<file path="config.mk">
export PLATFORM = sky130hd
export DESIGN_NAME = sr_flit_queue
export DESIGN_NICKNAME = d
export VERILOG_FILES = /design/src/rtl/sfq_pkg.sv /design/src/rtl/sfq_shift_chain.sv /design/src/rtl/sfq_occupancy.sv /design/src/rtl/sr_flit_queue.sv
export SDC_FILE = /design/constraint.sdc
export NUM_CORES = 1
export LEC_CHECK = 0
export CORE_AREA = 2 2 215 217
export CTS_CLUSTER_SIZE = 16
export DETAILED_ROUTE_END_ITERATION = 10
export DIE_AREA = 0 0 217 219
export PLACE_DENSITY_LB_ADDON = 0.25
export SLEW_MARGIN = 10
export SYNTH_ARGS = -nofsm -noshare
export SYNTH_HDL_FRONTEND = slang
export SYNTH_SLANG_ARGS = --single-unit
</file>
<file path="constraint.sdc">
create_clock -name clk -period 18.35 [get_ports clk]
set_input_delay 3.67 -clock clk [delete_from_list [all_inputs] [get_ports clk]]
set_output_delay 3.67 -clock clk [all_outputs]
set_load 0.02 [all_outputs]
</file>
<file path="src/rtl/sfq_pkg.sv">
package sfq_pkg;

  // What one clock edge does to the queue occupancy.
  typedef enum logic [1:0] {
    OCC_HOLD = 2'b00,
    OCC_INC  = 2'b01,
    OCC_DEC  = 2'b10,
    OCC_SWAP = 2'b11
  } occ_op_e;

  function automatic occ_op_e occ_op(input logic wr, input logic rd);
    return occ_op_e'({rd, wr});
  endfunction

endpackage

</file>
<file path="src/rtl/sfq_shift_chain.sv">
module sfq_shift_chain #(
  parameter int DATA_W = 32,
  parameter int DEPTH  = 16,
  localparam int IDX_W = (DEPTH > 1) ? $clog2(DEPTH) : 1
) (
  input  logic              clk,
  input  logic              shift_en,
  input  logic [DATA_W-1:0] din,
  input  logic [IDX_W-1:0]  rd_idx,
  output logic [DATA_W-1:0] dout
);

  logic [DATA_W-1:0] taps [DEPTH];

  // One register per stage, no reset, common enable: maps onto shift-register cells.
  for (genvar i = 0; i < DEPTH; i++) begin : g_stage
    logic [DATA_W-1:0] q;
    if (i == 0) begin : g_head
      always_ff @(posedge clk) begin
        if (shift_en) q <= din;
      end
    end else begin : g_body
      always_ff @(posedge clk) begin
        if (shift_en) q <= g_stage[i-1].q;
      end
    end
    assign taps[i] = q;
  end

  assign dout = taps[rd_idx];

endmodule

</file>
<file path="src/rtl/sfq_occupancy.sv">
module sfq_occupancy
  import sfq_pkg::*;
#(
  parameter int DEPTH      = 16,
  parameter int ROUND_TRIP = 2,
  localparam int CNT_W = $clog2(DEPTH + 1),
  localparam int IDX_W = (DEPTH > 1) ? $clog2(DEPTH) : 1
) (
  input  logic             clk,
  input  logic             rst,
  input  logic             wr,
  input  logic             rd,
  output logic [IDX_W-1:0] rd_idx,
  output logic             not_empty,
  output logic             full,
  output logic             stall
);

  localparam logic [CNT_W-1:0] CAP    = CNT_W'(DEPTH);
  localparam logic [CNT_W-1:0] MARGIN = CNT_W'(ROUND_TRIP);

  logic [CNT_W-1:0] cnt_q, cnt_n, last_n;

  always_comb begin
    unique case (occ_op(wr, rd))
      OCC_INC: cnt_n = cnt_q + CNT_W'(1);
      OCC_DEC: cnt_n = cnt_q - CNT_W'(1);
      default: cnt_n = cnt_q;
    endcase
    last_n = cnt_n - CNT_W'(1);
  end

  always_ff @(posedge clk) begin
    if (rst) begin
      cnt_q     <= '0;
      rd_idx    <= '0;
      not_empty <= 1'b0;
      full      <= 1'b0;
      stall     <= 1'b0;
    end else begin
      cnt_q     <= cnt_n;
      rd_idx    <= last_n[IDX_W-1:0];
      not_empty <= (cnt_n != '0);
      full      <= (cnt_n == CAP);
      stall     <= ((CAP - cnt_n) <= MARGIN);
    end
  end

endmodule

</file>
<file path="src/rtl/sr_flit_queue.sv">
module sr_flit_queue #(
  parameter int DATA_W     = 32,
  parameter int DEPTH      = 16,
  parameter int ROUND_TRIP = 2
) (
  input  logic              clk,
  input  logic              rst,
  input  logic              in_valid,
  input  logic [DATA_W-1:0] in_data,
  output logic              in_stall,
  output logic              out_valid,
  input  logic              out_stall,
  output logic [DATA_W-1:0] out_data
);

  localparam int IDX_W = (DEPTH > 1) ? $clog2(DEPTH) : 1;

  logic             full_w, pop_w, push_w;
  logic [IDX_W-1:0] rd_idx_w;

  assign pop_w  = out_valid & ~out_stall;
  // A write into a full queue is refused unless a read frees a slot on the same edge.
  assign push_w = in_valid & (~full_w | pop_w);

  sfq_shift_chain #(.DATA_W(DATA_W), .DEPTH(DEPTH)) u_chain (
    .clk      (clk),
    .shift_en (push_w),
    .din      (in_data),
    .rd_idx   (rd_idx_w),
    .dout     (out_data)
  );

  sfq_occupancy #(.DEPTH(DEPTH), .ROUND_TRIP(ROUND_TRIP)) u_occ (
    .clk       (clk),
    .rst       (rst),
    .wr        (push_w),
    .rd        (pop_w),
    .rd_idx    (rd_idx_w),
    .not_empty (out_valid),
    .full      (full_w),
    .stall     (in_stall)
  );

endmodule

</file>
; Word-level counts from Yosys, hierarchy flattened
; Index checks and enable logic that the tools add are counted.
[totals]
regBits = 524
elab_cells = 41
[classes]
n_addsub = 4
magnitude_cmp = 2
eq_ne = 3
muxes = 4
n_bitwise = 6
reduce_logical = 1
[op_table]
columns = operator, count
row1 = 32-bit binary-select mux with 4-bit select, 1
row2 = 32-bit two-way mux, 2
row3 = 5-bit one-hot mux with 2 select lines, 1
row4 = "5-bit by 1-bit adder with 5-bit output, second input constant", 1
row5 = "5-bit equality test, second input constant", 1
row6 = "5-bit greater-or-equal comparator, second input constant", 1
row7 = "5-bit by 2-bit less-or-equal comparator with 1-bit output, second input constant", 1
row8 = 4-bit inverter with 5-bit output, 1
row9 = 5-bit nonzero test, 1
row10 = "5-bit by 1-bit subtractor with 5-bit output, second input constant", 1
row11 = "5-bit subtractor, first input constant", 1
row12 = "4-bit by 1-bit subtractor with 4-bit output, second input constant", 1
row13 = 1-bit bitwise AND, 2
row14 = "2-bit by 1-bit equality test with 1-bit output, second input constant", 1
row15 = "2-bit equality test, second input constant", 1
row16 = 1-bit inverter, 2
row17 = 1-bit bitwise OR, 1

; Logic depth before layout (Yosys ltp)
[depth]
word_depth = 8
ltp_mapped = 14

; Cells and area by module
; From an unflattened synthesis, not the netlist that was laid out.
[hier_totals]
cells_unflattened = 862
area_unflattened_um2 = 19885.3
[modules_own_cells]
columns = mod, instances, cells_each, area_each_um2
row1 = sfq_shift_chain, 1, 783, 19103.3
row2 = sfq_occupancy, 1, 76, 757.0
row3 = sr_flit_queue, 1, 3, 25.0

; Worst setup path after synthesis
; Ideal clock, no wire load.
[synth_timing]
kind = input-to-reg
startpoint = input port out_stall
endpoint = register u_chain.g_stage[0].q[0], enable pin
setup_ns = 0.860
t_arrival_ns = 13.917
required_time_ns = 17.490
path_slack_ns = 3.573
path_stages = 4
path_buffers = 0
path_cell_list = nor2b_1 > nand2b_1 > nand2_1 > inv_1
[synth_via]
elab_chain_cells = 4
[synth_lines]
columns = element, line_no
row1 = "start, declared", sr_flit_queue.sv:12  ; input logic out_stall,
row2 = 1-bit inverter, sr_flit_queue.sv:21  ; assign pop_w = out_valid & ~out_stall;
row3 = 1-bit bitwise AND, sr_flit_queue.sv:21
row4 = 1-bit bitwise OR, sr_flit_queue.sv:23  ; assign push_w = in_valid & (~full_w | pop_w);
row5 = 1-bit bitwise AND, sr_flit_queue.sv:23
row6 = net push_w, sr_flit_queue.sv:18  ; logic full_w, pop_w, push_w;
row7 = "end signal, assigned", sfq_shift_chain.sv:20  ; if (shift_en) q <= din;
row8 = "end, declared", sfq_shift_chain.sv:17  ; logic [DATA_W-1:0] q;
; The timed path passes the listed nets, and every way through them passes these cells.
; A chain may end at the register's enable or synchronous reset.

; Worst setup path after layout
[layout_timing]
startpoint = register u_occ.rd_idx[1]
endpoint = output port out_data[26]
[layout_via]
elab_chain_cells = 4
[layout_lines]
columns = element, line_no
row1 = "start, declared", sfq_occupancy.sv:13  ; output logic [IDX_W-1:0] rd_idx,
row2 = "start signal, assigned", sfq_occupancy.sv:42  ; rd_idx <= last_n[IDX_W-1:0];
row3 = 4-bit inverter with 5-bit output (not written as such), sfq_shift_chain.sv:30  ; assign dout = taps[rd_idx];
row4 = 32-bit binary-select mux with 4-bit select, sfq_shift_chain.sv:30
row5 = 32-bit two-way mux (not written as such) (2 in a row), sfq_shift_chain.sv:30
row6 = "end, declared", sr_flit_queue.sv:13  ; output logic [DATA_W-1:0] out_data
; No other way between the ends. The select of a mux whose other input is x is not followed.

==> out/results.tsv <==
stage	metric	value	unit
status	outcome	complete, no violations	
route	drc	0	
sta	final.setup_skew	0.01765	ns
floorplanning	initial_utilization	44.50	%
clocking	cts.path.max_buffers	3	
worst_hold_path	worst_hold_path_type	register to register	
floorplanning	placementRows	78	
worst_setup_path	cp_max_fo	66	
power	pwr_density_cell	146.8	nW/um2
floorplanning	die_height	219	um
layout	layout_commonest_cell	edfxtp_1	
layout	drive_gt1_share	24.01	%
floorplanning	die_w	217	um
worst_setup_path	slowest_stage	dfxtp_4	
route	firstDrtPassIters	4	
layout	regArea	15630	um2
route	wl	32.43	mm
layout	layout_common_cells	edfxtp_1 (512), mux4_2 (138), clkdlybuf4s50_1 (69)	
sta	worst_pin_slew	1.062	ns
yosys	ys_async_sr_fraction	0	%
yosys	syn-instance-count	794	
route	ant_nets	0	
clocking	postCtsSetupRepairBufs	0	
worst_setup_path	critPathArrivalTime	4.03	ns
sta	fin_tns_setup	0	ns
power	power	0.003387	W
global_route	grt_first_pass_wirelength	51.24	mm
layout	fin_area	23070	um2
sta	fmax	129.9	MHz
yosys	ys_ff_latch	524	
yosys	syn-num-nets	837	
placement	gp_congestion	0.6964	
route	via_count	8494	
placement	hpwlAfterDp	16.91	mm
yosys	yosysSeqAreaShare	77.82	%
layout	area_delta_synth_final	14.97	%
worst_setup_path	crit_path_max_incr_delay	0.99	ns
sta	finalCritPeriodShare	41.96	%
clocking	cts_resized	0	
clocking	worstSkewPairLatency	0.60	ns
global_route	grt_max_degree	108	
route	wl_per_cell	21.15	um
global_route	overflow	0	
clocking	postCtsHoldBufs	0	
floorplanning	io_pins	70	
sta	relSlewSlack	29.18	%
yosys	synthDistinctLibCells	40	
layout	n_fill_cell	3508	
clocking	ctsRootBufferMaster	clkbuf_16	
worst_setup_path	crit_type	register to output pin	
layout	layout.nets	931	
clocking	path_clk_slew	0.06	ns
clocking	cts_tree	built	
worst_setup_path	endpoint_kind	output pin	
power	p_leak	7.485	nW
yosys	synth-edff-count	512	
placement	dpl_cell_area	21340	um2
job	cap_violations	0	
yosys	yosysWarnings	0	
yosys	synth_ff_type	edfxtp_1	
placement	portBuffers	69	
global_route	grt_pass1_vias	8784	
sta	drv_slew	0	
clocking	htree_levels	2	
clocking	numCtsBuffers	55	
layout	multi_input_area	4165	um2
route	drt_iter0_drc	865	
worst_setup_path	worstSetupStartpointType	register	
route	via_per_inst	5.541	
sta	setup_viol	0	
worst_setup_path	required	14.68	ns
layout	diodes	0	
worst_setup_path	worstPathCellList	buf_4 > mux4_1 > mux4_2 > clkdlybuf4s50_1	
clocking	cts_sinks	524	
layout	final_core_util	51.16	%
yosys	synth_area	20070	um2
global_route	track_usage	13.90	%
sta	rsz0062_at_grt	no	
global_route	antenna_found_initial	0	
floorplanning	dieArea	47520	um2
floorplanning	core-area	45090	um2
sta	fin_crit	7.699	ns
yosys	synth.avg_cell_area	25.27	um2
sta	hold_viol_final	0	
power	ir_drop	0.07217	mV
[state kept, by name, indices dropped and copies added (netlist names)]
register	count
u_chain.g_stage.q	512
u_occ.cnt_q	5
u_occ.rd_idx	4
u_occ.full	1
u_occ.not_empty	1
u_occ.stall	1
[kinds of logic (layout without fill, tap and decap cells)]
family | count (synthesis) | in the layout | synth area share, %
and+or+nand+nor | 26 | 26 | 0.6985
DFF | 524 | 524 | 77.82
muxes | 163 | 163 | 18.55
adders and majority gates | 7 | 7 | 0.4365
AOI/OAI and AO/OA | 19 | 19 | 0.6922
xor gates and xnor gates | 7 | 7 | 0.3804
buffers and inverters | 48 | 187 | 1.422
[final cells by class]
cell class                 count  area share [%]
clock buffer                  72           6.335
inverter                       6          0.1302
timing repair buffer          79           3.319
sequential                   524           67.73
clock inverter                30           1.172
tap                          600           3.254
multi-input combinational    222           18.06
[worst paths after layout]
path	from	to	slack (ns)	cells past startpoint
max reg2reg	u_occ.not_empty	u_chain.g_stage[1].q[17]	13.80	7
min	u_chain.g_stage[3].q[3]	u_chain.g_stage[4].q[3]	0.43	0
min reg2reg	u_chain.g_stage[3].q[3]	u_chain.g_stage[4].q[3]	0.43	0
max	u_occ.rd_idx[1]	out_data[26]	10.65	4
[cell usage after synthesis (all sizes together) (3+ instances only)]
master,instances,area share (%)
nor2b,6,0.19
buf,22,0.93
inv,6,0.11
ha,7,0.44
dfxtp,12,1.2
nor2,7,0.13
o21ai,3,0.075
mux4,160,18
clkbuf,20,0.38
edfxtp,512,77
a211o,3,0.13
xnor2,3,0.13
xor2,3,0.13
[layer usage]
| metal | routed length [um] | up-vias | global-route usage (%) |
|---|---|---|---|
| li1 | - | 3663 | - |
| met4 | 660 | 0 | 4.772 |
| met2 | 14740 | 179 | 20.22 |
| met5 | 0 | - | 0 |
| met3 | 1628 | 46 | 3.299 |
| met1 | 15400 | 4606 | 20.73 |
[worst max-delay path: cells and delay by family (launching register included)]
family	cells	cell delay, ns
buffers and inverters	2	1.44
DFF	1	0.99
muxes	2	0.95
[stage by stage]
step                      setup slack (ns)  cells  hold slack (ns)
after detailed placement             9.884   1431           0.4284
final                                10.65   1533           0.4291
after floorplan                      3.573    794           0.4172
after CTS                            10.50   1533           0.4355
after global placement               10.01   1431           0.4222
after global routing                 10.17   1533           0.4430
[power by group]
part           leakage, nW  switching [W]  internal, W
clock network        0.835       0.000442     0.000628
registers             5.11       0.000109      0.00146
logic                 1.54       0.000327     0.000421
total                 7.49       0.000878      0.00251
Power figures use the tool's default switching activity.
